`config.mk`:
```
export PLATFORM = sky130hd
export DESIGN_NAME = frame_offset_meter
export DESIGN_NICKNAME = d
export VERILOG_FILES = /design/src/rtl/frame_offset_meter.sv
export SDC_FILE = /design/constraint.sdc
export NUM_CORES = 1
export LEC_CHECK = 0
export BUFFER_PORTS_ARGS = -buffer_cell sky130_fd_sc_hd__buf_2
export CORE_ASPECT_RATIO = 0.9
export CORE_UTILIZATION = 50
export DETAILED_ROUTE_END_ITERATION = 10
export GPL_TIMING_DRIVEN = 0
export HOLD_SLACK_MARGIN = 0.02
export PLACE_DENSITY = 0.79
export SLEW_MARGIN = 30
export SYNTH_ARGS = -nofsm -noshare
export SYNTH_HDL_FRONTEND = slang
export SYNTH_SLANG_ARGS = --single-unit
```
`constraint.sdc`:
```
create_clock -name clk -period 2.45 [get_ports clk]
set_input_delay 0.735 -clock clk [delete_from_list [all_inputs] [get_ports clk]]
set_output_delay 0.735 -clock clk [all_outputs]
set_load 0.02 [all_outputs]
```
`src/rtl/frame_offset_meter.sv`:
```
module frame_offset_meter #(
  parameter int N_EVAL     = 24,
  parameter int SEL_W      = 5,
  parameter int CNT_W      = 10,
  parameter int QUAL_EDGES = 2
) (
  input  logic              clk,
  input  logic              rst_n,
  input  logic              ref_fp,
  input  logic [N_EVAL-1:0] eval_in,
  input  logic [SEL_W-1:0]  eval_sel,
  input  logic              start,
  output logic [CNT_W-1:0]  offset,
  output logic              done
);
  localparam int QW = $clog2(QUAL_EDGES + 1);
  localparam logic [CNT_W-1:0] CNT_MAX = '1;
  localparam logic [SEL_W-1:0] SEL_LAST = SEL_W'(N_EVAL - 1);
  localparam logic [QW-1:0] QUAL_FULL = QW'(QUAL_EDGES);

  typedef enum logic [1:0] {IDLE, PEND, MEAS} state_t;

  state_t           state;
  logic             ref_q, ev_q, start_q, found;
  logic [QW-1:0]    qual;
  logic [CNT_W-1:0] cnt, cap;

  wire ev_now     = (eval_sel <= SEL_LAST) ? eval_in[eval_sel] : 1'b1;
  wire ref_fall   = ref_q & ~ref_fp;
  wire ev_fall    = ev_q & ~ev_now;
  wire start_rise = start & ~start_q;
  wire armed_ok   = (qual == QUAL_FULL);

  wire [CNT_W-1:0] cnt_cur = ref_fall ? '0 : cnt;
  wire [CNT_W-1:0] cnt_nxt = (cnt_cur == CNT_MAX) ? CNT_MAX : cnt_cur + 1'b1;

  always_ff @(posedge clk or negedge rst_n) begin
    if (!rst_n) begin
      ref_q   <= 1'b1;
      ev_q    <= 1'b1;
      start_q <= 1'b0;
      cnt     <= '0;
      qual    <= '0;
    end else begin
      ref_q   <= ref_fp;
      ev_q    <= ev_now;
      start_q <= start;
      cnt     <= cnt_nxt;
      if (start)
        qual <= '0;
      else if (ref_fall && !armed_ok)
        qual <= qual + 1'b1;
    end
  end

  always_ff @(posedge clk or negedge rst_n) begin
    if (!rst_n) begin
      state  <= IDLE;
      found  <= 1'b0;
      cap    <= '0;
      offset <= '0;
      done   <= 1'b0;
    end else if (!start) begin
      state <= IDLE;
      done  <= 1'b0;
    end else begin
      case (state)
        IDLE: if (start_rise && armed_ok) state <= PEND;
        PEND: if (ref_fall) begin
          state <= MEAS;
          found <= ev_fall;
          cap   <= '0;
        end
        MEAS: if (ref_fall) begin
          offset <= found ? cap : CNT_MAX;
          done   <= 1'b1;
          state  <= IDLE;
        end else if (ev_fall && !found) begin
          cap   <= cnt_cur;
          found <= 1'b1;
        end
        default: state <= IDLE;
      endcase
    end
  end
endmodule

```
# ---- After elaboration in Yosys (flattened, before gate mapping)
# Index checks and enable logic that the tools add are counted.
dict set report word_totals {
  register_bits 39
  latch_bits 0
  mem_bits_rw 0
  romBits 0
  output_inout_bits 11
  mem_count 0
}
dict set report classes {
  addsub 2
  mul 0
  div_mod_pow 0
  n_lt_le_gt_ge 2
  eq_ne 12
  n_shift 0
  muxes 24
  bitwise 6
  n_reduce_logical 12
}
# cell count
set ops {}
lappend ops {{$mux W10} 6}
lappend ops {{$pmux W10 S2} 1}
lappend ops {{$mux W2} 6}
lappend ops {{$add A10 B1 Y10 const B} 1}
lappend ops {{$eq A10 B10 Y1 const B} 1}
lappend ops {{$ne A3 B3 Y1 const B} 3}
lappend ops {{$mux W1} 8}
lappend ops {{$lt A5 B6 Y1 const B} 1}
lappend ops {{$ne A2 B2 Y1 const B} 3}
lappend ops {{$pmux W2 S3} 1}
lappend ops {{$reduce_and A3 Y1} 2}
lappend ops {{$bmux W1 S5} 1}
lappend ops {{$le A5 B5 Y1 const B} 1}
lappend ops {{$reduce_and A5 Y1} 1}
lappend ops {{$eq A2 B2 Y1 const B} 2}
lappend ops {{$ne A2 B1 Y1 const B} 2}
lappend ops {{$reduce_bool A2 Y1} 2}
lappend ops {{$and A1 B1 Y1} 3}
lappend ops {{$logic_and A1 B1 Y1} 3}
lappend ops {{$not A1 Y1} 3}
lappend ops {{$add A2 B1 Y2 const B} 1}
lappend ops {{$eq A2 B1 Y1 const B} 1}
lappend ops {{$logic_not A1 Y1} 2}
lappend ops {{$logic_not A2 Y1} 1}
lappend ops {{other kinds (2)} 2}

# ---- Logic depth before layout (Yosys ltp)
# Gate-level depths: netlist of run 1.
dict set report depth {
  ltp_word 9
  mapped_depth 9
}

# ---- Worst setup path before layout of run 1
# OpenSTA, ideal clock, no wires.
dict set report synth_timing {
  path_kind {input to register}
  from {input port eval_sel[1]}
  to {register cap[0]}
  arrival_time_ns 2.306
  required_ns 2.326
  slack_ns 0.020
  stages 7
  path_buffers 2
  path_cell_list {buf_6 -> mux4_1 -> mux4_2 -> nor2_2 -> o211ai_2 -> buf_6 -> mux2i_1}
}
dict set report synth_between {
  elab_chain_len 8
}
# item line
set synth_rtl {}
lappend synth_rtl {{from (decl)} 11} ;# input logic [SEL_W-1:0] eval_sel,
lappend synth_rtl {{$bmux W1 S5} 28} ;# wire ev_now = (eval_sel <= SEL_LAST) ? eval_in[eval_sel] : 1'b1;
lappend synth_rtl {{$mux W1 (not written as such)} 28}
lappend synth_rtl {{$mux W1 *} 28}
lappend synth_rtl {{$not A1 Y1 *} 30} ;# wire ev_fall = ev_q & ~ev_now;
lappend synth_rtl {{$and A1 B1 Y1 *} 30}
lappend synth_rtl {{$logic_and A1 B1 Y1 *} 78} ;# end else if (ev_fall && !found) begin
lappend synth_rtl {{$ne A2 B2 Y1 (no source line) *} -}
lappend synth_rtl {{$reduce_and A5 Y1 (no source line) *} -}
lappend synth_rtl {{to (signal assigned)} 79} ;# cap <= cnt_cur;
lappend synth_rtl {{to (decl)} 26} ;# logic [CNT_W-1:0] cnt, cap;
# Every way passes the cells marked *; elsewhere a longest branch is shown, timed or not. The select of a mux whose other input is x is not followed.
# A chain may end at the register's enable or synchronous reset.

# ---- Worst setup path after layout of run 1
dict set report layout_timing {
  from {input port ref_fp}
  to {register cnt[4]}
}
dict set report layout_between {
  elab_chain_len 5
}
# item line
set layout_rtl {}
lappend layout_rtl {{from (decl)} 9} ;# input logic ref_fp,
lappend layout_rtl {{$not A1 Y1 *} 29} ;# wire ref_fall = ref_q & ~ref_fp;
lappend layout_rtl {{$and A1 B1 Y1 *} 29}
lappend layout_rtl {{$mux W10 *} 34} ;# wire [CNT_W-1:0] cnt_cur = ref_fall ? '0 : cnt;
lappend layout_rtl {{$add A10 B1 Y10 / $eq A10 B10 Y1 (equally long branches)} 35} ;# wire [CNT_W-1:0] cnt_nxt = (cnt_cur == CNT_MAX) ? CNT_MAX : cnt_cur + 1'b1;
lappend layout_rtl {{$mux W10 *} 35}
lappend layout_rtl {{named net cnt_nxt[4]} 35}
lappend layout_rtl {{to (signal assigned)} 48} ;# cnt <= cnt_nxt;
lappend layout_rtl {{to (decl)} 26}
# The timed path passes the listed nets; every way through them passes the cells marked *.

==> results.ini, run 1 <==
[run_status]
status = finished clean

[yosys]
yosys.area.top_type_share_pct = 47.7
synth_flop_cell = dfrtp_1
synth.most_common_cell = nand2_1
synthMuxAreaShare_pct = 15.5
yosys.area.top_type = dfrtp_1
synthTopCellsByCount = nand2_1, dfrtp_1, o21ai_0, nor2b_1, mux2i_1
synth_area_per_cell_um2 = 10.7
synth_top_family_by_area = simple AND/OR/NAND/NOR gates
synth_compound_area_share_pct = 6.64
synthArstFlopShare_pct = 100
seq_area_frac_synth_pct = 50.4
syn_nets = 216
ys_ff_latch = 39
synth_edf_count = 0
synthAdderAreaFrac_pct = 1.29
syn-cell-area_um2 = 1940
synthCells = 181
synth_xor_area_share_pct = 1.81
yosysWarnings = 0
synth_area_leaders = dfrtp_1, mux4_1, nand2_1, mux2i_1, o21ai_0
synth-simple-area-share_pct = 21.6
ys_types = 32

[grt]
grt_start_max_net_pins = 40
grt_overflow = 0
grt_pass1_wl_um = 6240
track_usage_pct = 20.7
grt_pass1_vias = 1399
antenna_found_initial = 0

[die]
die_area_um2 = 4130
initial_core_util_pct = 52.4
die_h_um = 61.1
io_pins = 44
core.rowCount = 21
core_area_um2 = 3700
die_w_um = 67.7

[critical_path]
end_kind = flip-flop
worstReg2RegStart = ref_q$_DFF_PN1_
slowest_delay_ns = 0.25
crit_chain = buf_2, nand2b_2, clkbuf_4, and2_1, ha_1, and3_1, and4_1, nand4_1, buf_4, o21ai_0
critPathLaunchType = input pin
startpoint = ref_fp
crit_fanout = 10
crit_type = in2reg
slowest_stage = and4_1
r2r_cells = 9
arrival_ns = 2.53
cp.required_ns = 2.59

[placement]
gp_congestion = 0.804
placed_area_um2 = 2210
pre_cts_ws_ns = -0.422
hpwlAfterDp_um = 2830
port_buffers = 42

[finish]
drive_above_1_share_pct = 26.2
finalNetCount = 267
syn2layout_area_growth_pct = 21.7
diodes = 0
postLayoutCellArea_um2 = 2360

[clocking]
root_buffer = clkbuf_8
clkSinkCount = 39
cts-buffers-inserted = 5
cts_tree = yes
clkLatencyLatePin_ns = 0.28
clk_pin_slew_ns = 0.08
htreeDepth = 2
cts_buffer_depth = 2

[power_and_ir_drop]
switching_share_pct = 22.2
pwr-share-seq_pct = 47.9
ir_worst_vdd_mv = 0.632
comb_power_share_pct = 10.5
p_switching_uw = 335
leakagePower_uw = 0.00120
p_per_area_nw_per_um2 = 638
p_clk_share_pct = 41.6
p_int_uw = 1170

[sta]
finalCriticalPeriod_ns = 2.39
fin_skew_ns = 0.00747
fin_crit_sh_pct = 97.4
max_slew_margin_pct = 44.3
grt_setup_unrepaired = no
hold_viol = 0
slew_viol_final = 0
setup_slack_ns = 0.0634
max_freq_mhz = 419
setup_viol = 0
worstMarginPinSlew_ns = 0.835

[route]
vias_per_cell = 5.28
firstDrtPassIters = 4
drc_errors = 0
wl_per_cell_um = 13.8
wl_um = 3860
first_iter_violations = 70
ant_nets = 0
dr_total_vias = 1472

[min_path]
hp-class = reg2reg
hold_path_depth = 2
worstHoldStart = offset[9]$_DFFE_PN0P_

[run]
max_cap_violations = 0

## through the flow
step	setup TNS [ns]	hold slack (ns)	std cells	power (µW)	utilization [%]
after floorplan	0	0.414	181	822	-
after global placement	-3.83	0.451	269	883	59.6
after detailed placement	-4.24	0.442	269	892	59.6
after CTS	0	0.467	279	1520	63.6
after global routing	0	0.495	279	1570	63.8
final	0	0.478	279	1510	63.8
## power groups by stage
| stage | combinational, µW | clock, µW | sequential (µW) |
|---|---|---|---|
| finish | 159 | 627 | 722 |
| global route | 179 | 663 | 727 |
| CTS | 161 | 634 | 720 |
| detailed placement | 159 | 0 | 732 |
| global placement | 152 | 0 | 731 |
| floorplan | 94.8 | 0 | 727 |
## timing repair
| action | in CTS | in global routing |
|---|---|---|
| hold buffers | 0 | 0 |
| gates resized for setup | 1 | 3 |
| endpoints found under the setup margin | 9 | 9 |
| buffers inserted | 2 | 0 |
| pin swaps | 1 | 0 |
## cells by family after synthesis
| group | after synthesis |
|---|---|
| xor gates and xnor gates | 4 |
| DFF | 39 |
| buffers and inverters | 10 |
| and+or+nand+nor | 84 |
| adders and majority gates | 2 |
| AOI/OAI and AO/OA | 23 |
| muxes | 19 |
## registers in the layout, indices dropped and copies added, names as in the netlist, 2 cells and up
register  flops
state         2
offset       10
cap          10
cnt          10
qual          2
## final timing paths
kind	endpoint	slack (ns)
worst max-delay path	cnt[4]$_DFF_PN0_	0.06
worst max register to register	cnt[4]$_DFF_PN0_	0.22
worst min register to register	offset[9]$_DFFE_PN0P_	0.48
min in group asynchronous	done$_DFFE_PN0P_	0.54
worst min-delay path	offset[9]$_DFFE_PN0P_	0.48
max in group asynchronous	cnt[9]$_DFF_PN0_	1.37
## worst max-delay path, delay by kind of cell
kind | cells | cell delay (ns)
AND/OR/NAND/NOR | 5 | 1.01
buffers and inverters | 3 | 0.47
adder cells (fa/ha/maj) | 1 | 0.20
AO/OA/AOI/OAI | 1 | 0.11
## layer usage
metal / part of all wire (%) / GRT usage, % / vias up
li1: - / - / 735
met5: 0 / 0 / -
met3: 3.4 / 6.30 / 4
met4: 0.65 / 3.95 / 0
met1: 48 / 26.4 / 708
met2: 48 / 34.9 / 25
## layout make-up
| cell class | instances | area, µm² |
|---|---|---|
| fillers | 293 | 1340 |
| inverters | 1 | 3.75 |
| clock inverters | 2 | 60.1 |
| well taps | 46 | 57.6 |
| multi-input cells | 132 | 912 |
| clock buffers | 6 | 72.6 |
| flip-flops and latches | 39 | 978 |
| plain buffers | 9 | 52.6 |
| repair buffers | 44 | 225 |
## layout by cell type, fill, tap and decap left out, drive strengths merged, types with 3 or more instances in the layout
cell type	instances
buf	47
nand2	40
dfrtp	37
o21ai	16
nor2b	12
clkbuf	12
mux2i	11
nand3	7
mux4	7
nor3b	5
nor2	4
and2	3
nand4	3
xor2	3
a21oi	3
o211ai	3
nand2b	3
(Power assumes the default switching activity.)
==> run 2: changes to the inputs <==
CORE_UTILIZATION = 48   (was 50)
GPL_TIMING_DRIVEN = 1   (was 0)
clock period = 2.1 ns   (was 2.45 ns; I/O delays follow)
==> run 2 against run 1 <==
The flow now finishes with violations (negative setup slack). Via count unchanged. Die area increased by 4.0%. Clock skew increased by 0.0026 ns. Worst hold slack got worse by 0.11 ns. Design area increased by 2.9%. Routed wire length decreased by 3.7%. Final cell count increased by 1.8%. Core utilization increased by 0.49 points. Sequential share of layout area decreased by 1.2 points. Clock-buffer cell count increased by 1. Critical path type unchanged.
==> results.ini, run 2 (synthesized netlist as in run 1, its figures left out) <==
[run_status]
status = finished, violations left
violations = negative setup slack

[sta]
setup_viol = 1
hold_slack_ns = 0.368
fin_skew_ns = 0.0101
max_slew_margin_pct = 68.7
slew_viol_final = 0
fin_crit_sh_pct = 101
finalCriticalPeriod_ns = 2.11
hold_viol = 0
worstMarginPinSlew_ns = 0.469
setup_slack_ns = -0.0133
grt_setup_unrepaired = yes
max_freq_mhz = 473

[critical_path]
crit_type = in2reg
crit_chain = buf_12, mux4_2, mux4_2, nor2_4, o211ai_4, clkbuf_16, mux2i_1
slowest_stage = mux4_2
slowest_delay_ns = 0.50
end_kind = flip-flop
critPathLaunchType = input pin
crit_path_frequent_cell = mux4_2
crit_fanout = 6
arrival_ns = 2.33
cp.required_ns = 2.31

[route]
ant_nets = 0
firstDrtPassIters = 4
dr_total_vias = 1472
wl_um = 3710
drc_errors = 0
met2_length_um = 1840
vias_per_cell = 5.18
first_iter_violations = 81
drt-met1-wl_um = 1650
wl_per_cell_um = 13.1
routed.top_layer = met4
route.met3.wl_um = 130

[die]
io_pins = 44
core.rowCount = 21
initial_core_util_pct = 51.3
die_w_um = 69.0
die_area_um2 = 4300
core_area_um2 = 3780
die_h_um = 62.3

[clocking]
clkLatencyLatePin_ns = 0.30
root_buffer = clkbuf_8
htreeDepth = 2
cts-buffers-inserted = 5
clk_pin_slew_ns = 0.08
cts_tree = yes
cts_buffer_depth = 2
cts_setup_buffers = 0
clkSinkCount = 39

[grt]
grt_start_max_net_pins = 40
grt_overflow = 0
track_usage_pct = 19.1
grt_pass1_wl_um = 6490
grt_pass1_vias = 1483
antenna_found_initial = 0

[placement]
gp_congestion = 0.853
port_buffers = 43
hpwlAfterDp_um = 2680
placed_area_um2 = 2290

[finish]
drive_above_1_share_pct = 32.8
n_fill_cell = 325
mostFrequentLayoutCells = buf_2, nand2_1, dfrtp_1
diodes = 0
layout_commonest_cell = buf_2
reg_top3 = cap: 10 flops, cnt: 10 flops, offset: 10 flops
finalNetCount = 272
syn2layout_area_growth_pct = 25.3
multi_input_area_um2 = 935
postLayoutCellArea_um2 = 2430
ff_latch_area_um2 = 978

[power_and_ir_drop]
p_per_area_nw_per_um2 = 642
leakagePower_uw = 0.00123
ir_worst_vdd_mv = 0.452

[run]
max_cap_violations = 0

[min_path]
hp-class = in2async

## run 2: cell count changes in the layout (fill, tap and decap cells not counted), sizes merged
cell,previous run,this run
bufinv,2,0
clkinvlp,0,1
buf,47,57
clkbuf,12,8
## run 2: where the power goes
group / total, µW / switching [µW] / leakage [µW] / internal [µW]
logic: 215 / 94.3 / 0.000664 / 121
registers: 850 / 52.3 / 0.000527 / 797
clock network: 496 / 261 / 0.0000385 / 235
total: 1560 / 408 / 0.00123 / 1150
## run 2: final timing paths
path / to / start / slack (ns) / depth (start not counted)
min in group clk: state[0]$_DFFE_PN0P_ / state[1]$_DFFE_PN0P_ / 0.44 / 1
max in group asynchronous: ref_q$_DFF_PN1_ / rst_n / 1.37 / 2
hold / removal: offset[4]$_DFFE_PN0P_ / rst_n / 0.37 / 2
setup reg to reg: cnt[5]$_DFF_PN0_ / ref_q$_DFF_PN1_ / 0.28 / 8
setup / recovery: cap[5]$_DFFE_PN0P_ / eval_sel[1] / -0.01 / 7
hold reg to reg: state[0]$_DFFE_PN0P_ / state[1]$_DFFE_PN0P_ / 0.44 / 1
## run 2: area by class of cell
cell class                 count  area share, %
multi-input combinational    132           38.4
clock inverter                 1          0.309
tap                           46           2.37
sequential                    39           40.2
timing repair buffer          58           15.3
clock buffer                   7           3.14
inverter                       1          0.154
## run 2: timing repair
item | in CTS | in global routing
gates resized for setup | 3 | 4
endpoints found under the setup margin | 10 | 10
hold buffers | 0 | 0
gates cloned | 0 | 1
pin swaps | 0 | 3
## run 2: critical path: cells and delay by family
kind | cells | cell delay (ns)
buffers and inverters | 2 | 0.28
multiplexers | 3 | 1.16
AND/OR/NAND/NOR | 1 | 0.13
AO/OA/AOI/OAI | 1 | 0.12
## run 2: routing by layer
metal | track usage (%) | vias up
li1 | - | 743
met4 | 8.42 | 0
met2 | 32.6 | 32
met3 | 4.38 | 11
met5 | 0 | -
met1 | 23.0 | 686
## run 2: per-stage QoR
stage | setup slack (ns) | util, % | cells | power, µW | setup TNS, ns
after global placement | -0.361 | 60.4 | 275 | 1060 | -4.06
after detailed placement | -0.420 | 60.4 | 275 | 1070 | -4.65
after floorplan | -0.196 | - | 181 | 970 | -1.96
final | -0.0133 | 64.3 | 284 | 1560 | -0.0133
after global routing | -0.0762 | 64.3 | 284 | 1640 | -0.198
after CTS | 0.00464 | 63.0 | 283 | 1570 | 0
